**src/rtl/fic_pkg.sv**
```systemverilog
// fic_pkg: shared constants for the FIFO threshold interrupt controller.
// Assumes sources share one bit position across raw, mask and masked status.
package fic_pkg;
    localparam int NUM_SRC    = 5;
    localparam int NUM_STICKY = 3;

    // Status bit positions
    localparam int SRC_TX_EMPTY = 0;
    localparam int SRC_TX_OVF   = 1;
    localparam int SRC_RX_UNF   = 2;
    localparam int SRC_RX_OVF   = 3;
    localparam int SRC_RX_FULL  = 4;

    // Clear register bit positions
    localparam int CLR_ALL    = 0;
    localparam int CLR_RX_UNF = 1;
    localparam int CLR_RX_OVF = 2;
    localparam int CLR_TX_OVF = 3;

    typedef enum logic [1:0] {
        SEL_TX_THR = 2'd0,
        SEL_RX_THR = 2'd1,
        SEL_MASK   = 2'd2,
        SEL_CLEAR  = 2'd3
    } reg_sel_e;

    // Sticky slot i -> raw status bit
    function automatic int sticky_raw_bit(input int i);
        case (i)
            0:       return SRC_TX_OVF;
            1:       return SRC_RX_UNF;
            default: return SRC_RX_OVF;
        endcase
    endfunction

    // Sticky slot i -> clear register bit
    function automatic int sticky_clr_bit(input int i);
        case (i)
            0:       return CLR_TX_OVF;
            1:       return CLR_RX_UNF;
            default: return CLR_RX_OVF;
        endcase
    endfunction
endpackage

```
**src/rtl/fic_thresh.sv**
```systemverilog
// fic_thresh: holds the two thresholds and registers the level-based sources.
// Assumes LEVEL_W >= THR_W; outputs lag the level inputs by one clock.
module fic_thresh #(
    parameter int LEVEL_W = 6,
    parameter int THR_W   = 5
) (
    input  logic               clk,
    input  logic               rst_n,
    input  logic               wr_tx_thr,
    input  logic               wr_rx_thr,
    input  logic [THR_W-1:0]   wdata,
    input  logic [LEVEL_W-1:0] tx_level,
    input  logic [LEVEL_W-1:0] rx_level,
    output logic               tx_empty_q,
    output logic               rx_full_q
);
    logic [THR_W-1:0] tx_thr_q;
    logic [THR_W-1:0] rx_thr_q;

    // Threshold registers, written by the select decode
    always_ff @(posedge clk) begin
        if (!rst_n) begin
            tx_thr_q <= '0;
            rx_thr_q <= '0;
        end else begin
            if (wr_tx_thr) tx_thr_q <= wdata;
            if (wr_rx_thr) rx_thr_q <= wdata;
        end
    end

    // Level comparisons, registered once per clock
    always_ff @(posedge clk) begin
        if (!rst_n) begin
            tx_empty_q <= 1'b0;
            rx_full_q  <= 1'b0;
        end else begin
            tx_empty_q <= (tx_level <= LEVEL_W'(tx_thr_q));
            rx_full_q  <= (rx_level >  LEVEL_W'(rx_thr_q));
        end
    end

    // receive-full is steady while level and threshold are steady
    a_r2_rx_full_steady: assert property (@(posedge clk) disable iff (!rst_n)
        ($past(rst_n) && $stable(rx_level) && $stable(rx_thr_q)) |=> $stable(rx_full_q));

    // transmit-empty is steady while level and threshold are steady
    a_r3_tx_empty_steady: assert property (@(posedge clk) disable iff (!rst_n)
        ($past(rst_n) && $stable(tx_level) && $stable(tx_thr_q)) |=> $stable(tx_empty_q));
endmodule

```
**src/rtl/fic_sticky.sv**
```systemverilog
// fic_sticky: a bank of sticky event flags with per-flag clear.
// Assumes event and clear are single-cycle qualified strobes; event beats clear.
module fic_sticky #(
    parameter int N = 3
) (
    input  logic         clk,
    input  logic         rst_n,
    input  logic [N-1:0] ev,
    input  logic [N-1:0] clr,
    output logic [N-1:0] flag_q
);
    for (genvar i = 0; i < N; i++) begin : g_flag
        // Set on event, drop on clear, otherwise hold
        always_ff @(posedge clk) begin
            if (!rst_n)      flag_q[i] <= 1'b0;
            else if (ev[i])  flag_q[i] <= 1'b1;
            else if (clr[i]) flag_q[i] <= 1'b0;
        end

        // a flag holds without a clear
        a_r4_flag_holds: assert property (@(posedge clk) disable iff (!rst_n)
            (flag_q[i] && !clr[i]) |=> flag_q[i]);

        // an event sets the flag even with a clear in the same cycle
        a_r6_event_wins: assert property (@(posedge clk) disable iff (!rst_n)
            ev[i] |=> flag_q[i]);

        // a clear without an event empties the flag
        a_r5_clear_empties: assert property (@(posedge clk) disable iff (!rst_n)
            (clr[i] && !ev[i]) |=> !flag_q[i]);
    end
endmodule

```
**src/rtl/fic_combine.sv**
```systemverilog
// fic_combine: holds the source mask, forms masked status and the interrupt.
// Assumes raw status arrives registered; outputs are combinational from state.
module fic_combine #(
    parameter int NUM_SRC = 5
) (
    input  logic               clk,
    input  logic               rst_n,
    input  logic               wr_mask,
    input  logic [NUM_SRC-1:0] wdata,
    input  logic [NUM_SRC-1:0] raw,
    output logic [NUM_SRC-1:0] masked,
    output logic               irq
);
    logic [NUM_SRC-1:0] mask_q;

    // Mask register
    always_ff @(posedge clk) begin
        if (!rst_n)       mask_q <= '0;
        else if (wr_mask) mask_q <= wdata;
    end

    // Gate raw sources and merge into one line
    always_comb begin
        masked = raw & mask_q;
        irq    = |masked;
    end

    // masked status never carries a bit absent from raw status
    a_r8_masked_subset: assert property (@(posedge clk) disable iff (!rst_n)
        (masked & ~raw) == '0);

    // no interrupt with mask cleared
    a_r9_mask_zero_quiet: assert property (@(posedge clk) disable iff (!rst_n)
        (mask_q == '0) |-> !irq);
endmodule

```
**src/rtl/fifo_irq_ctrl.sv**
```systemverilog
// fifo_irq_ctrl: FIFO level/error interrupt controller top.
// Decodes register writes, assembles raw status from threshold and sticky
// sources, and drives masked status and one interrupt line.
// Assumes event inputs are single-cycle pulses in the clk domain.
module fifo_irq_ctrl
    import fic_pkg::*;
#(
    parameter int LEVEL_W = 6,
    parameter int THR_W   = 5
) (
    input  logic               clk,
    input  logic               rst_n,
    input  logic [LEVEL_W-1:0] tx_level,
    input  logic [LEVEL_W-1:0] rx_level,
    input  logic               tx_push_full,
    input  logic               rx_push_full,
    input  logic               rx_pop_empty,
    input  logic               reg_wr,
    input  logic [1:0]         reg_sel,
    input  logic [NUM_SRC-1:0] reg_wdata,
    output logic [NUM_SRC-1:0] raw_stat,
    output logic [NUM_SRC-1:0] mask_stat,
    output logic               irq
);
    localparam int CLR_W = NUM_STICKY + 1;

    reg_sel_e            sel;
    logic                wr_tx_thr, wr_rx_thr, wr_mask, wr_clear;
    logic [NUM_STICKY-1:0] st_ev, st_clr, st_flag;
    logic [CLR_W-1:0]    clr_bits;
    logic                tx_empty_q, rx_full_q;

    // Register select decode
    always_comb begin
        sel       = reg_sel_e'(reg_sel);
        wr_tx_thr = reg_wr && (sel == SEL_TX_THR);
        wr_rx_thr = reg_wr && (sel == SEL_RX_THR);
        wr_mask   = reg_wr && (sel == SEL_MASK);
        wr_clear  = reg_wr && (sel == SEL_CLEAR);
        clr_bits  = reg_wdata[CLR_W-1:0];
    end

    // Event and clear vectors per sticky slot
    always_comb begin
        st_ev[0] = tx_push_full;
        st_ev[1] = rx_pop_empty;
        st_ev[2] = rx_push_full;
        for (int i = 0; i < NUM_STICKY; i++) begin
            st_clr[i] = wr_clear && (clr_bits[CLR_ALL] || clr_bits[sticky_clr_bit(i)]);
        end
    end

    // Raw status assembly
    always_comb begin
        raw_stat               = '0;
        raw_stat[SRC_TX_EMPTY] = tx_empty_q;
        raw_stat[SRC_RX_FULL]  = rx_full_q;
        for (int i = 0; i < NUM_STICKY; i++) begin
            raw_stat[sticky_raw_bit(i)] = st_flag[i];
        end
    end

    fic_thresh #(.LEVEL_W(LEVEL_W), .THR_W(THR_W)) u_thresh (
        .clk        (clk),
        .rst_n      (rst_n),
        .wr_tx_thr  (wr_tx_thr),
        .wr_rx_thr  (wr_rx_thr),
        .wdata      (reg_wdata[THR_W-1:0]),
        .tx_level   (tx_level),
        .rx_level   (rx_level),
        .tx_empty_q (tx_empty_q),
        .rx_full_q  (rx_full_q)
    );

    fic_sticky #(.N(NUM_STICKY)) u_sticky (
        .clk    (clk),
        .rst_n  (rst_n),
        .ev     (st_ev),
        .clr    (st_clr),
        .flag_q (st_flag)
    );

    fic_combine #(.NUM_SRC(NUM_SRC)) u_combine (
        .clk    (clk),
        .rst_n  (rst_n),
        .wr_mask(wr_mask),
        .wdata  (reg_wdata),
        .raw    (raw_stat),
        .masked (mask_stat),
        .irq    (irq)
    );

    // the interrupt only rises with some raw source active
    a_r9_irq_needs_raw: assert property (@(posedge clk) disable iff (!rst_n)
        irq |-> (raw_stat != '0));

    // a clear write never drops an active receive-full source by itself
    a_r7_clear_keeps_level: assert property (@(posedge clk) disable iff (!rst_n)
        (wr_clear && rx_full_q && $stable(rx_level) && $past(rst_n) && !wr_rx_thr)
            |=> rx_full_q);
endmodule

```
**config.mk**
```make
export PLATFORM = sky130hd
export DESIGN_NAME = fifo_irq_ctrl
export DESIGN_NICKNAME = d
export VERILOG_FILES = /design/src/rtl/fic_pkg.sv /design/src/rtl/fic_thresh.sv /design/src/rtl/fic_sticky.sv /design/src/rtl/fic_combine.sv /design/src/rtl/fifo_irq_ctrl.sv
export SDC_FILE = /design/constraint.sdc
export NUM_CORES = 1
export LEC_CHECK = 0
export BUFFER_PORTS_ARGS = -buffer_cell sky130_fd_sc_hd__buf_4
export CAP_MARGIN = 20
export CORE_MARGIN = 3
export CORE_UTILIZATION = 45
export DETAILED_ROUTE_END_ITERATION = 6
export PLACE_DENSITY = 0.73
export SYNTH_ARGS = -nofsm -noshare
export SYNTH_HDL_FRONTEND = slang
export SYNTH_SLANG_ARGS = --single-unit
```
**constraint.sdc**
```tcl
create_clock -name clk -period 3.55 [get_ports clk]
set_clock_uncertainty 0.15 [all_clocks]
set_input_delay 0.1775 -clock clk [delete_from_list [all_inputs] [get_ports clk]]
set_output_delay 0.1775 -clock clk [all_outputs]
set_load 0.05 [all_outputs]
```
==> results.md <==
Cells and area
• **count of non-filler cells in the finished layout** 183
• **number of diodes added for antenna fixing** 0
• **multi-input logic area** 604 um^2
• **number of fill cells in the layout** 187
• **Layout Cell Area excl Fill** 1460 um^2
• **highest-count cells in the layout ignoring fill and taps** buf_4 (35), nor2b_1 (20), dfxtp_1 (20), inv_1 (11), mux2i_1 (11)
• **layout net count** 191
• **signed area change from the synthesized netlist to the final layout** 36.3%
• **sequential cell area** 400 um^2
• **share of post-route cells with drive strength above 1** 27.7%
• **most common library cell in the layout ignoring fill and taps** buf_4

CTS
• **number of buffers between clock root and the deepest sink** 2
• **# Post-CTS Setup Buffers** 0
• **CTS HTree Levels** 1
• **TritonCTS clock tree** built
• **clock-pin slew of the registers on the worst-case setup and hold paths** 0.12 ns
• **number of clock sinks seen by CTS** 20
• **CTS Root Buffer Type** clkbuf_4
• **number of buffers created by CTS** 3
• **clock latency on the worst-skew pair** 0.31 ns

Worst setup path
• **worst r2r src** u_thresh.rx_thr_q[4]
• **r2r setup slk** 1.96 ns
• **Setup Crit Path Kind** reg2out
• **Crit path required time** 3.22 ns
• **chain of cells forming the critical path** and2_1 -> or2_1 -> or4_1 -> buf_4
• **Buf/Inv on CP** 1
• **longest individual stage delay on the worst path** 0.39 ns
• **crit path DAT** 1.60 ns
• **reg-to-reg critical path endpoint** u_thresh.rx_full_q
• **startpoint class of the critical path** register
• **worst-path maximum fanout** 2
• **worst setup path end** irq
• **CP Launch Point** u_thresh.tx_empty_q
• **endpoint class of the critical path** output port
• **worst reg-to-reg path cell count** 6
• **depth of the critical timing path with buffers and inverters included** 4
• **cell with the largest stage delay on the worst path** or4_1
• **cell family with the largest share of critical-path delay** simple AND/OR/NAND/NOR gates

Routing
• **routed wire length** 2280 um
• **Pre-Repair DR Iteration Count** 4
• **total number of vias** 927
• **initial drt markers** 9
• **antenna violation net count after detailed routing** 0
• **remaining design rule violation count** 0
• **per-cell via count in the routed design** 5.07
• **WL/cell** 12.5 um

STA
• **remaining max-slew budget at the tightest pin** 74.5%
• **smallest setup slack after layout** 1.62 ns
• **Tmin final** 1.93 ns
• **final-layout setup total negative slack** 0 ns
• **number of slew-limit violations in the final report** 0
• **Max Freq** 0.518 GHz
• **final-report setup violation count** 0
• **final period utilization** 54.4%
• **transition time at the pin with the least slew margin** 0.382 ns
• **Fin. Hold Viols** 0
• **RSZ-0062 raised after global routing** no

Yosys
• **EDFF count, synth** 0
• **post-synthesis async set-or-reset flop share** 0%
• **proportion of synthesized chip area in sequential cells** 37.5%
• **yosys warns** 0
• **FF+latch count, synth** 20
• **Distinct cells, synth** 21
• **Post-Synthesis Cell Area** 1070 um^2
• **Post-Synthesis Net Count** 149
• **post-synthesis instance total** 114
• **commonest register cell after synthesis** dfxtp_1
• **Avg Inst Size Synth** 9.37 um^2

GRT
• **vias in the first global route** 874
• **global-route wire length before repair** 3680 um
• **gr ovfl total** 0
• **antenna violations before repair** 0
• **overall fraction of global-route tracks in use** 17.7%
• **maximum number of pins on one net before global-route repair** 21

Power
• **maximum vdd ir drop** 0.264 mV
• **leakage power figure** 0.000704 uW
• **power density relative to cell area** 365 nW/um^2

Placed design
• **gpl congestion** 0.650
• **DP Area** 1340 um^2
• **HPWL reported at the end of detailed placement** 1790 um
• **total of buffers placed on input and output ports** 35
• **Post-Place Setup Slack** 1.96 ns
• **total placed cells including tap cells** 173

Min path
• **class of the tightest hold or removal check** in2reg

Floorplanning
• **die width** 54.7 um
• **Initial Util** 47.8%
• **DIE AREA** 3000 um^2
• **floorplan row count** 17
• **overall die height** 54.7 um
• **core box area** 2230 um^2
• **IO Pins** 36

Flow run
• **number of maximum-capacitance violations** 0

Outcome
• **status** finished clean

routing by layer:
layer  up-vias  routed length [um]  track usage (%)
li1        468                   -                -
met4         0                  53             11.2
met5         -                   0                0
met2        31                1120             29.9
met3         5                 151             2.45
met1       423                 959             20.6
metrics by stage:
step	total power [uW]	utilization, %	hold WS [ns]
2_1_floorplan	303	-	0.166
3_3_place_gp	341	60.2	0.258
3_5_place_dp	344	60.2	0.270
4_1_cts	536	64.8	0.000544
5_1_grt	560	65.2	0.00851
6_report	532	65.2	0.00415
sequential cells by signal, summed over array words and instances (netlist names):
signal               cells
u_combine.mask_q         5
u_thresh.rx_full_q       1
u_thresh.tx_empty_q      1
u_thresh.tx_thr_q        5
u_thresh.rx_thr_q        5
u_sticky.flag_q          3
kinds of logic after synthesis:
family / Yosys count / synth area share [%]
AND/OR/NAND/NOR: 41 / 25.6
flip-flops: 20 / 37.5
AO/OA/AOI/OAI: 17 / 8.90
buffers and inverters: 15 / 5.97
multiplexers: 11 / 10.3
adder cells (fa/ha/maj): 10 / 11.7
worst reg2reg max path, delay by kind of cell (launching register included):
family / cells / cell delay (ns)
buffers and inverters: 1 / 0.05
DFF: 1 / 0.35
adders and majority gates: 1 / 0.29
AOI/OAI and AO/OA: 3 / 0.45
and+or+nand+nor: 1 / 0.20
worst min path at each step:
stage | cells past startpoint | end | slack (ns) | start
after floorplan | 2 | u_sticky.flag_q[0] | 0.17 | tx_push_full
after global placement | 3 | u_sticky.flag_q[0] | 0.26 | tx_push_full
after detailed placement | 3 | u_sticky.flag_q[2] | 0.27 | rx_push_full
after CTS | 3 | u_thresh.rx_thr_q[3] | 0.0005 | reg_wdata[3]
after global routing | 3 | u_thresh.rx_thr_q[0] | 0.009 | reg_wdata[0]
final | 3 | u_thresh.rx_thr_q[3] | 0.004 | reg_wdata[3]
cell usage after synthesis, types with 2 or more instances:
library cell / number / area share (%)
dfxtp_1: 20 / 37
clkbuf_1: 2 / 0.70
ha_1: 10 / 12
nand3b_2: 2 / 2.1
and4b_1: 2 / 1.9
mux2i_1: 11 / 10
nor2b_1: 20 / 12
buf_4: 2 / 1.4
o21ai_0: 6 / 2.8
and2_1: 5 / 2.9
nor2_1: 4 / 1.4
inv_1: 11 / 3.9
a21oi_1: 8 / 3.7
nand3_1: 4 / 1.9
area by class of cell:
class                           count  area share [%]
Multi-Input combinational cell     79            41.5
Sequential cell                    20            27.5
Timing Repair Buffer               41            22.2
Inverter                           11            2.84
Tap cell                           28            2.41
Clock inverter                      1            2.06
Clock buffer                        3            1.55
power breakdown:
group	leakage, uW	internal [uW]	total [uW]	switching (uW)
Sequential	0.000164	234	239	4.66
Combinational	0.000513	51.8	105	53.5
Clock	0.0000279	114	188	73.3
repair_timing:
item                                    4_1_cts  5_1_grt
endpoints found under the setup margin        0        0
hold buffers                                  5        1
endpoints found under the hold margin         5        1
resized for setup                             0        0
Power figures use the tool's default switching activity.
